### config.mk
export PLATFORM = sky130hd
export DESIGN_NAME = mdio_master
export DESIGN_NICKNAME = d
export VERILOG_FILES = /design/src/rtl/mdio_pkg.sv /design/src/rtl/mdio_clkgen.sv /design/src/rtl/mdio_host_regs.sv /design/src/rtl/mdio_frame_engine.sv /design/src/rtl/mdio_master.sv
export SDC_FILE = /design/constraint.sdc
export NUM_CORES = 1
export LEC_CHECK = 0
export BUFFER_PORTS_ARGS = -buffer_cell sky130_fd_sc_hd__clkbuf_2
export CAP_MARGIN = 30
export CORE_UTILIZATION = 45
export CTS_CLUSTER_SIZE = 8
export DETAILED_ROUTE_END_ITERATION = 12
export PLACE_DENSITY = 0.66
export SYNTH_ARGS = -nofsm -noshare
export SYNTH_HDL_FRONTEND = slang
export SYNTH_SLANG_ARGS = --single-unit
### constraint.sdc
create_clock -name clk -period 4.45 [get_ports clk]
set_input_delay 0.89 -clock clk [delete_from_list [all_inputs] [get_ports clk]]
set_output_delay 0.89 -clock clk [all_outputs]
set_load 0.05 [all_outputs]
### src/rtl/mdio_pkg.sv
package mdio_pkg;
  localparam int PHY_AW  = 5;
  localparam int REG_AW  = 5;
  localparam int DATA_W  = 16;
  localparam int PRE_LEN = 32;
  localparam int DIV_W   = 8;
  localparam int REG_LSB = 8;
  localparam int LINK_BIT = 2;
  localparam int BODY_W  = 4 + PHY_AW + REG_AW + 2 + DATA_W;
  localparam int FRAME_W = PRE_LEN + BODY_W;
  localparam int POS_W   = $clog2(FRAME_W);

  typedef enum logic [1:0] {
    OP_NONE = 2'b00,
    OP_WR   = 2'b01,
    OP_RD   = 2'b10
  } mdio_op_e;

  typedef enum logic [2:0] {
    SEL_MODE  = 3'd0,
    SEL_CMD   = 3'd1,
    SEL_ADDR  = 3'd2,
    SEL_WDATA = 3'd3,
    SEL_RDATA = 3'd4,
    SEL_STAT  = 3'd5
  } host_sel_e;

  // half MDC period in system cycles; an odd value is rounded down, minimum 1
  function automatic logic [DIV_W-2:0] half_period(input logic [DIV_W-1:0] div);
    if (div[DIV_W-1:1] == '0) return (DIV_W-1)'(1);
    return div[DIV_W-1:1];
  endfunction

  function automatic logic [FRAME_W-1:0] build_frame(input mdio_op_e op,
                                                     input logic [PHY_AW-1:0] phy,
                                                     input logic [REG_AW-1:0] regad,
                                                     input logic [DATA_W-1:0] data);
    logic [1:0]        ta;
    logic [DATA_W-1:0] pay;
    ta  = (op == OP_WR) ? 2'b10 : 2'b00;
    pay = (op == OP_WR) ? data : '0;
    return {{PRE_LEN{1'b1}}, 2'b01, op, phy, regad, ta, pay};
  endfunction

  function automatic logic [POS_W-1:0] first_pos(input logic nopre);
    return nopre ? POS_W'(BODY_W - 1) : POS_W'(FRAME_W - 1);
  endfunction

  // command decode: write beats read, read beats scan
  function automatic mdio_op_e pick_op(input logic [2:0] cmd);
    if (cmd[2]) return OP_WR;
    if (cmd[1] || cmd[0]) return OP_RD;
    return OP_NONE;
  endfunction
endpackage

### src/rtl/mdio_clkgen.sv
module mdio_clkgen
  import mdio_pkg::*;
(
  input  logic             clk,
  input  logic             rst_n,
  input  logic             run,
  input  logic [DIV_W-2:0] half,
  output logic             mdc,
  output logic             rise_evt,
  output logic             fall_evt
);
  logic [DIV_W-2:0] cnt;
  logic             wrap;

  assign wrap     = run && (cnt >= half - 1'b1);
  assign rise_evt = wrap && !mdc;
  assign fall_evt = wrap && mdc;

  always_ff @(posedge clk or negedge rst_n) begin
    if (!rst_n) begin
      cnt <= '0;
      mdc <= 1'b0;
    end else if (!run) begin
      cnt <= '0;
      mdc <= 1'b0;
    end else if (wrap) begin
      cnt <= '0;
      mdc <= ~mdc;
    end else begin
      cnt <= cnt + 1'b1;
    end
  end
endmodule

### src/rtl/mdio_host_regs.sv
module mdio_host_regs
  import mdio_pkg::*;
#(
  parameter logic [DIV_W-1:0] DIV_RESET = 8'd100
) (
  input  logic              clk,
  input  logic              rst_n,
  input  logic [2:0]        sel,
  input  logic              we,
  input  logic [31:0]       wdata,
  input  logic [DATA_W-1:0] rd_data,
  input  logic [2:0]        status,
  output logic [DIV_W-1:0]  mode_div,
  output logic              nopre,
  output logic [2:0]        cmd_q,
  output logic              cmd_wr,
  output logic [2:0]        cmd_wval,
  output logic [PHY_AW-1:0] phy,
  output logic [REG_AW-1:0] regad,
  output logic [DATA_W-1:0] wr_data,
  output logic [31:0]       rdata
);
  assign cmd_wr   = we && (sel == SEL_CMD);
  assign cmd_wval = wdata[2:0];

  always_ff @(posedge clk or negedge rst_n) begin
    if (!rst_n) begin
      mode_div <= DIV_RESET;
      nopre    <= 1'b0;
      cmd_q    <= '0;
      phy      <= '0;
      regad    <= '0;
      wr_data  <= '0;
    end else if (we) begin
      case (sel)
        SEL_MODE: begin
          mode_div <= wdata[DIV_W-1:0];
          nopre    <= wdata[DIV_W];
        end
        SEL_CMD:   cmd_q <= wdata[2:0];
        SEL_ADDR: begin
          phy   <= wdata[PHY_AW-1:0];
          regad <= wdata[REG_LSB +: REG_AW];
        end
        SEL_WDATA: wr_data <= wdata[DATA_W-1:0];
        default: ;
      endcase
    end
  end

  always_comb begin
    rdata = '0;
    case (sel)
      SEL_MODE:  rdata = 32'({nopre, mode_div});
      SEL_CMD:   rdata = 32'(cmd_q);
      SEL_ADDR: begin
        rdata[PHY_AW-1:0]          = phy;
        rdata[REG_LSB +: REG_AW]   = regad;
      end
      SEL_WDATA: rdata = 32'(wr_data);
      SEL_RDATA: rdata = 32'(rd_data);
      SEL_STAT:  rdata = 32'(status);
      default:   rdata = '0;
    endcase
  end
endmodule

### src/rtl/mdio_frame_engine.sv
module mdio_frame_engine
  import mdio_pkg::*;
(
  input  logic              clk,
  input  logic              rst_n,
  input  logic              cmd_wr,
  input  logic [2:0]        cmd_wval,
  input  logic              scan_keep,
  input  logic              nopre,
  input  logic [PHY_AW-1:0] phy,
  input  logic [REG_AW-1:0] regad,
  input  logic [DATA_W-1:0] wr_data,
  input  logic              rise_evt,
  input  logic              fall_evt,
  input  logic              mdio_i,
  output logic              busy,
  output logic              mdio_o,
  output logic              mdio_oe,
  output logic [DATA_W-1:0] rd_data,
  output logic              link_fail,
  output logic              scan_invalid,
  output logic              accept_evt,
  output logic              done_evt,
  output logic              is_rd,
  output logic [POS_W-1:0]  pos
);
  localparam logic [POS_W-1:0] DATA_TOP = POS_W'(DATA_W);
  localparam logic [POS_W-1:0] TA_TOP   = POS_W'(DATA_W + 1);

  logic [FRAME_W-1:0] frame_q;
  logic [DATA_W-1:0]  rx_sh;
  logic               scan_mode;
  mdio_op_e           new_op;
  logic               reload;

  assign new_op     = pick_op(cmd_wval);
  assign accept_evt = cmd_wr && !busy && (new_op != OP_NONE);
  assign done_evt   = busy && fall_evt && (pos == '0);
  assign reload     = done_evt && scan_mode && scan_keep;

  assign mdio_o  = busy ? frame_q[pos] : 1'b1;
  assign mdio_oe = busy && !(is_rd && (pos <= TA_TOP));

  always_ff @(posedge clk or negedge rst_n) begin
    if (!rst_n) begin
      busy         <= 1'b0;
      frame_q      <= '0;
      pos          <= '0;
      is_rd        <= 1'b0;
      scan_mode    <= 1'b0;
      rx_sh        <= '0;
      rd_data      <= '0;
      link_fail    <= 1'b0;
      scan_invalid <= 1'b0;
    end else if (accept_evt) begin
      busy      <= 1'b1;
      frame_q   <= build_frame(new_op, phy, regad, wr_data);
      pos       <= first_pos(nopre);
      is_rd     <= (new_op == OP_RD);
      scan_mode <= (cmd_wval == 3'b001);
      if (cmd_wval == 3'b001) scan_invalid <= 1'b1;
    end else if (busy) begin
      if (rise_evt && is_rd && (pos < DATA_TOP))
        rx_sh <= {rx_sh[DATA_W-2:0], mdio_i};
      if (done_evt) begin
        if (is_rd) rd_data <= rx_sh;
        if (scan_mode) begin
          link_fail    <= rx_sh[LINK_BIT];
          scan_invalid <= 1'b0;
        end
        if (reload) begin
          frame_q <= build_frame(OP_RD, phy, regad, wr_data);
          pos     <= first_pos(nopre);
        end else begin
          busy      <= 1'b0;
          scan_mode <= 1'b0;
        end
      end else if (fall_evt) begin
        pos <= pos - 1'b1;
      end
    end
  end
endmodule

### src/rtl/mdio_master.sv
module mdio_master
  import mdio_pkg::*;
#(
  parameter logic [DIV_W-1:0] DIV_RESET = 8'd100
) (
  input  logic        clk,
  input  logic        rst_n,
  input  logic [2:0]  host_sel,
  input  logic        host_we,
  input  logic [31:0] host_wdata,
  output logic [31:0] host_rdata,
  output logic        mdc,
  output logic        mdio_o,
  output logic        mdio_oe,
  input  logic        mdio_i
);
  logic [DIV_W-1:0]  mode_div;
  logic              nopre;
  logic [2:0]        cmd_q;
  logic              cmd_wr;
  logic [2:0]        cmd_wval;
  logic [PHY_AW-1:0] phy;
  logic [REG_AW-1:0] regad;
  logic [DATA_W-1:0] wr_data;
  logic [DATA_W-1:0] rd_data;
  logic              busy;
  logic              link_fail;
  logic              scan_invalid;
  logic              accept_evt;
  logic              done_evt;
  logic              rise_evt;
  logic              fall_evt;
  logic              is_rd;
  logic [POS_W-1:0]  pos;
  logic [2:0]        status;

  assign status = {scan_invalid, busy, link_fail};

  mdio_host_regs #(.DIV_RESET(DIV_RESET)) u_regs (
    .clk(clk), .rst_n(rst_n), .sel(host_sel), .we(host_we), .wdata(host_wdata),
    .rd_data(rd_data), .status(status), .mode_div(mode_div), .nopre(nopre),
    .cmd_q(cmd_q), .cmd_wr(cmd_wr), .cmd_wval(cmd_wval), .phy(phy), .regad(regad),
    .wr_data(wr_data), .rdata(host_rdata)
  );

  mdio_clkgen u_clk (
    .clk(clk), .rst_n(rst_n), .run(busy), .half(half_period(mode_div)),
    .mdc(mdc), .rise_evt(rise_evt), .fall_evt(fall_evt)
  );

  mdio_frame_engine u_eng (
    .clk(clk), .rst_n(rst_n), .cmd_wr(cmd_wr), .cmd_wval(cmd_wval),
    .scan_keep(cmd_q[0]), .nopre(nopre), .phy(phy), .regad(regad),
    .wr_data(wr_data), .rise_evt(rise_evt), .fall_evt(fall_evt), .mdio_i(mdio_i),
    .busy(busy), .mdio_o(mdio_o), .mdio_oe(mdio_oe), .rd_data(rd_data),
    .link_fail(link_fail), .scan_invalid(scan_invalid), .accept_evt(accept_evt),
    .done_evt(done_evt), .is_rd(is_rd), .pos(pos)
  );
endmodule

==> flow_summary_export.csv, run 1 <==
group,metric,value,unit
routing,vias,3942,
setup_path,r2r-start,"u_regs.mode_div[3]",
synth,synth.area.top_cells,"dfrtp_1 (49%), mux2_2 (13%), mux2_1 (3.9%)",
sta,max_clock_freq,0.2670,GHz
routing,wire_per_inst,17.10,um
synth,synth_seq_cells,118,
floorplanning,io_pins,74,
grt,overflow,0,
sta,hold_viol,0,
cells_and_area,regArea,2957,um2
sta,slew_violations,0,
synth,ys_seq_area_share,50.65,%
clock_tree,cts_setup_buffers,0,
synth,synth_top_family_by_area,"multiplexers",
clock_tree,htree_levels,4,
synth,synth_edf_count,0,
clock_tree,cts_buffer_depth,2,
cells_and_area,layout_commonest_cell,"dfrtp_1",
sta,fin_worst_skew,16.01,ps
routing,vias_per_cell,5.552,
status,status,"completed",
placed_design,gp_congestion,0.8416,
sta,worst_slew_pin_slew,801.6,ps
placed_design,dp_hpwl,8529,um
synth,synth_xor_area_share,1.651,%
clock_tree,hold_buffers,0,
floorplanning,start_util,46.25,%
floorplanning,num_rows,41,
routing,drt_pass1_iterations,4,
cells_and_area,fillers,1092,
routing,ant_nets,0,
synth,synthSimpleGateAreaFrac,9.303,%
clock_tree,cts_tree,"done",
sta,setup_viol,0,
setup_path,rrSetupSlack,900,ps
grt,grt_pass1_wl,20690,um
job,drv_cap,0,
synth,synth_adder_area_share,2.358,%
setup_path,cp.required,3560,ps
synth,synth_compound_area_share,9.711,%
synth,netlist_area,5837,um2
clock_tree,clkTransAtPathRegs,50,ps
routing,drt-total-wl,12140,um
clock_tree,cts_made_buffers,17,
synth,async_flop_share,100.0,%
floorplanning,dieArea,13430,um2
routing,drc,0,
cells_and_area,diodes,0,
synth,synth_ff_type,"dfrtp_1",
clock_tree,post_cts_resized,0,
grt,grt_max_degree,74,
setup_path,path_max_fanout,12,
synth,synthCells,482,
setup_path,arrival,2850,ps
synth,avgSynthCellArea,12.11,um2
sta,rsz0062_at_grt,"false",
power,leakage,3.227,nW
sta,relSlewSlack,46.43,%
sta,final.setup.tns,0,ps
synth,yosys.area.top_type,"dfrtp_1",
grt,grt_pass1_vias,4094,
floorplanning,dieWidth,115.9,um
setup_path,end_kind,"primary output",
synth,synthDistinctLibCells,56,
power,irDropWorstVdd,0.3469,mV
placed_design,portBuffers,41,
grt,grt_antenna_before_repair,0,
clock_tree,cts.sinks,118,
synth,synth.area.mux_share,21.14,%
routing,drtIter0Drc,181,
cells_and_area,multi_input_area,2644,um2
sta,period_minus_slack,3745,ps
setup_path,r2r-end,"u_eng.rd_data[1]",
cells_and_area,drive_gt1_share,30.11,%
clock_tree,insertion_delay,410,ps
sta,whs,268.7,ps
min_path,holdCritPathClass,"in -> async",
setup_path,ff2ff_path_depth,12,
grt,track_usage,20.46,%
sta,period_share,84.15,%
setup_path,crit_type,"reg -> out",
power,powerDensity,573.4,nW/um2
floorplanning,core,12620,um2
cells_and_area,area_delta_synth_final,17.45,%
synth,yosysWarnings,0,
setup_path,worstSetupStartpointType,"register",
floorplanning,fp.dieH,115.9,um
synth,synth.top_cell.area_share,49.30,%
clock_tree,cts_root_buf,"clkbuf_16",
cells_and_area,final_cell_mix,"dfrtp_1 (115), mux2_2 (66), clkbuf_2 (40)",
cells_and_area,fin_nets,576,
==> synth_stat cells, types with 2 or more instances <==
library cell  instances
a21oi_1               7
dfrtp_1             115
nand2_1              28
o22ai_1               5
nand3_1              11
inv_1                14
mux4_2                6
nor4b_1               2
and2_1                3
mux2_2               66
buf_2                 8
mux2i_1              13
buf_4                16
mux2_1               20
nor3b_1               2
dfstp_2               3
a22oi_1               6
xor2_1                5
a21o_1                2
or3_1                 2
o21a_1                3
o21ai_0              22
ha_1                 11
nor4bb_1              2
clkbuf_1              9
a211oi_1              2
a31oi_1               6
and3_1                5
nor2_1               23
nor4_4                2
buf_1                 2
buf_6                 4
nor4_1                3
xnor2_1               6
a22o_1               19
nor3_1                8
nand2b_1              2
==> sequential cells by signal, indices dropped and copies added (netlist names), 5 cells and up <==
register         cells
u_eng.rx_sh         16
u_eng.frame_q       29
u_eng.rd_data       16
u_clk.cnt            7
u_regs.wr_data      16
u_eng.pos            6
u_regs.regad         5
u_regs.mode_div      8
u_regs.phy           5
==> power by group <==
group          total [mW]  internal (mW)  leakage (nW)  switching (mW)
clock                1.59           1.14         0.339           0.450
combinational       0.895          0.361          1.37           0.534
sequential           1.45           1.24          1.52           0.212
total                3.93           2.73          3.23            1.20
==> worst max-delay path, stage by stage, from the launching register on <==
cell and delay (ps):
dfrtp_1 760, mux4_2 640, mux2i_1 190, nor2_1 60
a2111oi_0 450, a211oi_1 100, clkbuf_2 260
==> worst max-delay path by stage <==
stage          slack [ps]  cells after the start          startpoint               end
2_1_floorplan         760                      4         host_sel[0]     host_rdata[8]
3_5_place_dp          910                     12  u_regs.mode_div[3]  u_eng.rd_data[4]
5_1_grt               450                      6        u_eng.pos[0]            mdio_o
6_report              710                      6        u_eng.pos[0]            mdio_o
3_3_place_gp         1010                      6         host_sel[2]     host_rdata[5]
4_1_cts               670                      6        u_eng.pos[0]            mdio_o
==> area by class of cell <==
cell class / instances / area share, %
clock buffer: 24 / 7.465
timing repair buffer: 49 / 4.198
clock inverter: 7 / 2.738
sequential: 118 / 43.13
tap: 172 / 3.139
multi-input combinational: 326 / 38.57
inverter: 14 / 0.7666
==> kinds of logic after synthesis <==
logic type,count (synthesis)
compound gates,82
xor+xnor,11
fa+ha+maj,11
buf+inv,53
flops,118
mux,105
other cells,1
simple gates,101
==> metrics by stage <==
stage	utilization (%)	total power, mW	cell area [um2]	std cells	setup slack [ps]
3_3_place_gp	48.56	2.325	6128	678	1014
6_report	54.32	3.931	6855	710	705.1
5_1_grt	54.32	4.134	6855	710	447.7
2_1_floorplan	-	2.123	5893	497	758.7
3_5_place_dp	48.56	2.359	6128	678	905.1
4_1_cts	54.10	3.963	6828	709	668.7
==> per-layer routing <==
metal	vias up	GRT usage, %	part of all wire [%]
met5	-	0	0
met4	0	8.462	1.3
li1	1819	-	-
met2	91	33.10	50
met1	2018	26.91	45
met3	14	4.236	3.8
No activity file was read; power rests on OpenSTA's default activity.
==> run 2: changes to the inputs <==
- PLACE_DENSITY: 0.66 -> 0.68
- clock period: 4.45 -> 3.1 ns (I/O delays scaled with it)
==> run 2 against run 1 <==
Effect of this change:
- the run now ends with setup timing left
- register-to-register slack got worse by 1000 ps
- first-iteration DRC count increased by 52%
- sequential cell count unchanged
- sequential power increased by 42%
- cell count increased by 5.2%
- via count increased by 5.1%
- total power increased by 45%
- utilization increased by 3.7 points
- sequential share of layout area decreased by 2.7 points
- cell area increased by 6.8%
- highest routed layer unchanged
==> flow_summary_export.csv, run 2 (same netlist as run 1, synthesis figures left out) <==
group,metric,value,unit
floorplanning,num_rows,41,
sta,rsz0062_at_grt,"true",
cells_and_area,final_cell_mix,"dfrtp_1 (113), mux2_2 (44), clkbuf_2 (39)",
cells_and_area,drive_gt1_share,39.83,%
power,fin_total_pwr,5.683,mW
clock_tree,clkTransAtPathRegs,60,ps
sta,fin_worst_skew,4.363,ps
setup_path,worstSetupStartpointType,"register",
setup_path,path_cells,"nor4_4, a21oi_2, ha_2, nand2_2, xor2_1, ha_1, nand3_2, o21bai_4, o31a_1, nor4_4, buf_4, clkbuf_16, mux2_4",
routing,vias,4144,
clock_tree,cts_made_buffers,17,
clock_tree,cts_tree,"done",
routing,drtIter0Drc,275,
setup_path,cp_slowest_stage_delay,560,ps
sta,final.setup.tns,-1608,ps
floorplanning,fp.dieH,115.9,um
routing,drt-met1-wl,6419,um
floorplanning,io_pins,74,
power,irDropWorstVdd,0.4620,mV
clock_tree,cts_buffer_depth,2,
routing,drt-total-wl,13960,um
cells_and_area,regMostFlops,"u_eng.frame_q",
status,status,"complete, but fails checks",
grt,grt_max_degree,119,
placed_design,portBuffers,41,
routing,met3_length,576,um
sta,worst_slew_pin_slew,620.3,ps
status,violations,"setup timing",
sta,relSlewSlack,58.65,%
grt,grt_antenna_before_repair,0,
sta,hold_viol,0,
floorplanning,core,12620,um2
job,drv_cap,0,
min_path,holdCritPathClass,"in -> async",
placed_design,dp_hpwl,8807,um
clock_tree,cts.sinks,118,
cells_and_area,stdcell_count,747,
sta,period_minus_slack,3195,ps
routing,wire_per_inst,18.69,um
setup_path,critical_path.slowest_cell,"dfstp_2",
sta,slew_violations,0,
setup_path,path_max_fanout,8,
setup_path,critPathMostFrequentCell,"nor4_4",
cells_and_area,fillers,1033,
cells_and_area,final_area,7323,um2
cells_and_area,utilization,58.03,%
cells_and_area,diodes,0,
cells_and_area,layout_commonest_cell,"dfrtp_1",
routing,vias_per_cell,5.548,
cells_and_area,largest_reg_flops,29,
sta,setup_viol,42,
power,powerDensity,776.0,nW/um2
setup_path,cp.required,3400,ps
placed_design,placed_area,6367,um2
grt,grt_pass1_wl,21620,um
routing,ant_nets,0,
power,leakage,3.380,nW
setup_path,critical_path.top_delay_family,"compound AO/OA/AOI/OAI gates",
cells_and_area,fin_nets,612,
floorplanning,start_util,46.25,%
floorplanning,dieArea,13430,um2
grt,overflow,0,
clock_tree,htree_levels,4,
routing,routed.top_layer,"met4",
setup_path,end_kind,"register",
placed_design,gp_congestion,0.8396,
grt,track_usage,21.63,%
grt,grt_pass1_vias,4172,
placed_design,dp.cells,704,
clock_tree,cts_root_buf,"clkbuf_16",
sta,period_share,103.1,%
routing,wl_met2,6699,um
clock_tree,insertion_delay,420,ps
setup_path,arrival,3500,ps
setup_path,critPathBufInv,2,
routing,drt_pass1_iterations,5,
cells_and_area,area_delta_synth_final,25.47,%
sta,max_clock_freq,0.3130,GHz
sta,worst_slack,-95.04,ps
floorplanning,dieWidth,115.9,um
setup_path,crit_type,"reg -> reg",
routing,drc,0,
-- run 2: changes by cell type in the layout (fill, tap and decap cells not counted), moves of 3 or more --
cell,previous run,this run
inv_6,0,3
buf_12,0,3
mux2_4,0,32
bufinv_16,6,3
mux2_2,66,44
clkbuf_8,6,1
clkinvlp_4,1,6
o21ai_0,22,16
mux2_1,20,10
o21ai_1,0,6
buf_4,8,38
-- run 2: repair_timing --
action	in CTS	in global routing
pin swaps	1	11
buffers inserted	1	6
hold buffers	0	0
cloned	2	2
endpoints found under the setup margin	62	66
gates resized for setup	6	54
-- run 2: metrics by stage --
stage,worst slack [ps],hold slack (ps)
CTS,0.2591,310.7
global route,-180.2,334.8
floorplan,3.719,324.4
detailed placement,-143.5,475.6
global placement,-31.97,466.7
finish,-95.04,271.4
-- run 2: power breakdown --
part	internal, mW	total [mW]	switching, mW
clock network	1.29	2.03	0.744
logic	0.691	1.59	0.903
registers	1.78	2.06	0.280
total	3.76	5.68	1.93
-- run 2: routing by layer --
metal / vias to the layer above / track usage (%)
met5: - / 0
met4: 0 / 10.34
met1: 2117 / 28.10
li1: 1897 / -
met3: 19 / 4.759
met2: 111 / 34.52
-- run 2: final timing paths --
| kind | from | end | slack (ps) | depth (start not counted) |
|---|---|---|---|---|
| worst max-delay path | u_regs.mode_div[6] | u_eng.rd_data[6] | -100 | 13 |
| worst min-delay path | rst_n | u_eng.rx_sh[1] | 270 | 2 |
| worst max register to register | u_regs.mode_div[6] | u_eng.rd_data[6] | -100 | 13 |
| worst min register to register | u_eng.frame_q[23] | u_eng.frame_q[23] | 490 | 1 |
| max in group asynchronous | rst_n | u_eng.pos[0] | 2330 | 2 |
| min in group clk | host_wdata[13] | u_regs.wr_data[13] | 440 | 2 |
-- run 2: final cells by class --
cell class	instances	area [um2]	share of cell area (%)
well taps	172	215.2	2.939
multi-input cells	328	2880	39.33
flip-flops and latches	118	2959	40.41
repair buffers	83	601.8	8.218
clock inverters	14	175.2	2.392
clock buffers	18	439.2	5.997
inverters	14	52.55	0.7176
==> run 3: changes to the inputs <==
- CAP_MARGIN: 30 -> 15
- PLACE_DENSITY: 0.68 -> 0.66
- SLEW_MARGIN: unset -> 20
- clock period: 3.1 -> 3.6 ns (I/O delays scaled with it)
==> run 3 against run 2 <==
Effect of this change:
- combinational power decreased by 26%
- sequential power decreased by 14%
- cell count decreased by 3.7%
- count of clock-buffer cells in the layout unchanged
- the run now ends clean
- worst hold slack got worse by 130 ps
- worst setup slack improved by 380 ps
- register-to-register slack improved by 380 ps
- critical path type unchanged
==> flow_summary_export.csv, run 3 (same netlist as run 1, synthesis figures left out) <==
group,metric,value,unit
floorplanning,start_util,46.25,%
sta,period_share,91.98,%
cells_and_area,largest_reg_flops,29,
routing,drt-total-wl,12720,um
routing,ant_nets,0,
power,power_frac_seq,37.3,%
clock_tree,cts_buffer_depth,2,
cells_and_area,multi_input_area,2654,um2
routing,drt_pass1_iterations,4,
sta,relSlewSlack,55.12,%
floorplanning,num_rows,41,
setup_path,arrival,3600,ps
cells_and_area,drive_gt1_share,31.81,%
power,fin_total_pwr,4.753,mW
clock_tree,hold_buffers,0,
grt,overflow,0,
floorplanning,io_pins,74,
routing,vias_per_cell,5.478,
cells_and_area,final_area,6882,um2
sta,rsz0062_at_grt,"false",
clock_tree,cts_made_buffers,17,
setup_path,worstSetupStartpointType,"register",
sta,period_minus_slack,3311,ps
clock_tree,htree_levels,4,
cells_and_area,fin_nets,584,
sta,slew_violations,0,
grt,use_met2,33.49,%
setup_path,crit_type,"reg -> reg",
setup_path,critPathBufInv,1,
setup_path,critical_path.slowest_cell,"o31a_1",
sta,max_clock_freq,0.3020,GHz
clock_tree,post_cts_resized,0,
cells_and_area,regMostFlops,"u_eng.frame_q",
power,leakage,3.239,nW
job,drv_cap,0,
cells_and_area,area_delta_synth_final,17.90,%
routing,wire_per_inst,17.69,um
sta,worst_slew_pin_slew,667.4,ps
setup_path,cp_slowest_stage_delay,450,ps
grt,track_usage,21.24,%
clock_tree,cts_setup_buffers,0,
setup_path,critPathMostFrequentCell,"ha_1",
routing,vias,3939,
power,power.internal,3.219,mW
sta,setup_viol,0,
grt,top_usage_layer,"met2",
setup_path,end_kind,"register",
power,clkPwrFrac,38.1,%
setup_path,path_cells,"nor4_2, a21oi_2, ha_1, nand2_1, xor2_1, ha_1, nand3_1, o21bai_1, o31a_1, nor4_4, buf_12, mux2_2",
sta,hold_viol,0,
power,p_sw,1.533,mW
status,status,"completed",
placed_design,placed_area,6233,um2
sta,final.setup.tns,0,ps
grt,grt_max_degree,108,
clock_tree,cts_root_buf,"clkbuf_16",
power,irDropWorstVdd,0.4137,mV
floorplanning,dieArea,13430,um2
routing,drtIter0Drc,182,
clock_tree,insertion_delay,410,ps
setup_path,critical_path.top_delay_family,"simple AND/OR/NAND/NOR gates",
clock_tree,clkTransAtPathRegs,60,ps
grt,gr-usage-met1,28.27,%
grt,grt_pass1_vias,4089,
setup_path,r2r-start,"u_regs.mode_div[3]",
setup_path,path_max_fanout,16,
placed_design,gp_congestion,0.8309,
floorplanning,core,12620,um2
cells_and_area,final_cell_mix,"dfrtp_1 (114), mux2_2 (66), clkbuf_2 (40)",
sta,fin_worst_skew,5.005,ps
placed_design,portBuffers,41,
placed_design,dp_hpwl,8775,um
setup_path,ff2ff_path_depth,12,
grt,grt_pass1_wl,21280,um
grt,grt_antenna_before_repair,0,
clock_tree,cts.sinks,118,
cells_and_area,diodes,0,
power,switching_share,32.27,%
routing,drc,0,
cells_and_area,regArea,2958,um2
clock_tree,cts_tree,"done",
power,combPwrFrac,24.6,%
setup_path,crit_start,"u_regs.mode_div[3]",
floorplanning,fp.dieH,115.9,um
cells_and_area,fillers,1080,
setup_path,cp.required,3890,ps
power,powerDensity,690.6,nW/um2
min_path,holdCritPathClass,"in -> async",
floorplanning,dieWidth,115.9,um
cells_and_area,layout_commonest_cell,"dfrtp_1",
setup_path,cp_num_cells,12,
grt,grt_use_met3,4.603,%
run 3: path summary, 6_finish.rpt:
path                            slack (ps)                 to
worst max-delay path                   290   u_eng.rd_data[3]
worst min-delay path                   140    u_eng.rx_sh[11]
worst max register to register         290   u_eng.rd_data[3]
worst min register to register         480  u_eng.frame_q[62]
max in group asynchronous             2650       u_eng.pos[0]
min in group clk                       480  u_eng.frame_q[62]
run 3: metal layers:
metal / wire, um / vias to the layer above
met5: 0 / -
met4: 274 / 0
met3: 589 / 27
met2: 6038 / 103
met1: 5819 / 1970
li1: - / 1839
run 3: per-stage QoR:
step	utilization [%]	hold slack [ps]	std cells	setup slack (ps)
after global placement	49.40	467.4	687	177.8
after detailed placement	49.40	475.5	687	146.8
after floorplan	-	424.4	497	248.7
after CTS	54.44	129.2	719	105.4
final	54.53	142.2	719	288.7
after global routing	54.53	138.0	719	8.161
run 3: final cells by class:
| type | instances | share of cell area, % |
|---|---|---|
| Clock buffer | 18 | 6.236 |
| Clock inverter | 14 | 3.018 |
| Inverter | 14 | 0.7636 |
| Multi-Input combinational cell | 326 | 38.56 |
| Sequential cell | 118 | 42.98 |
| Tap cell | 172 | 3.127 |
| Timing Repair Buffer | 57 | 5.309 |
run 3: power groups by stage:
stage / registers [mW] / clock network [mW] / logic (mW)
global route: 1.80 / 1.89 / 1.30
CTS: 1.76 / 1.84 / 1.17
detailed placement: 1.78 / 0 / 1.16
finish: 1.77 / 1.81 / 1.17
floorplan: 1.69 / 0 / 0.931
global placement: 1.78 / 0 / 1.13
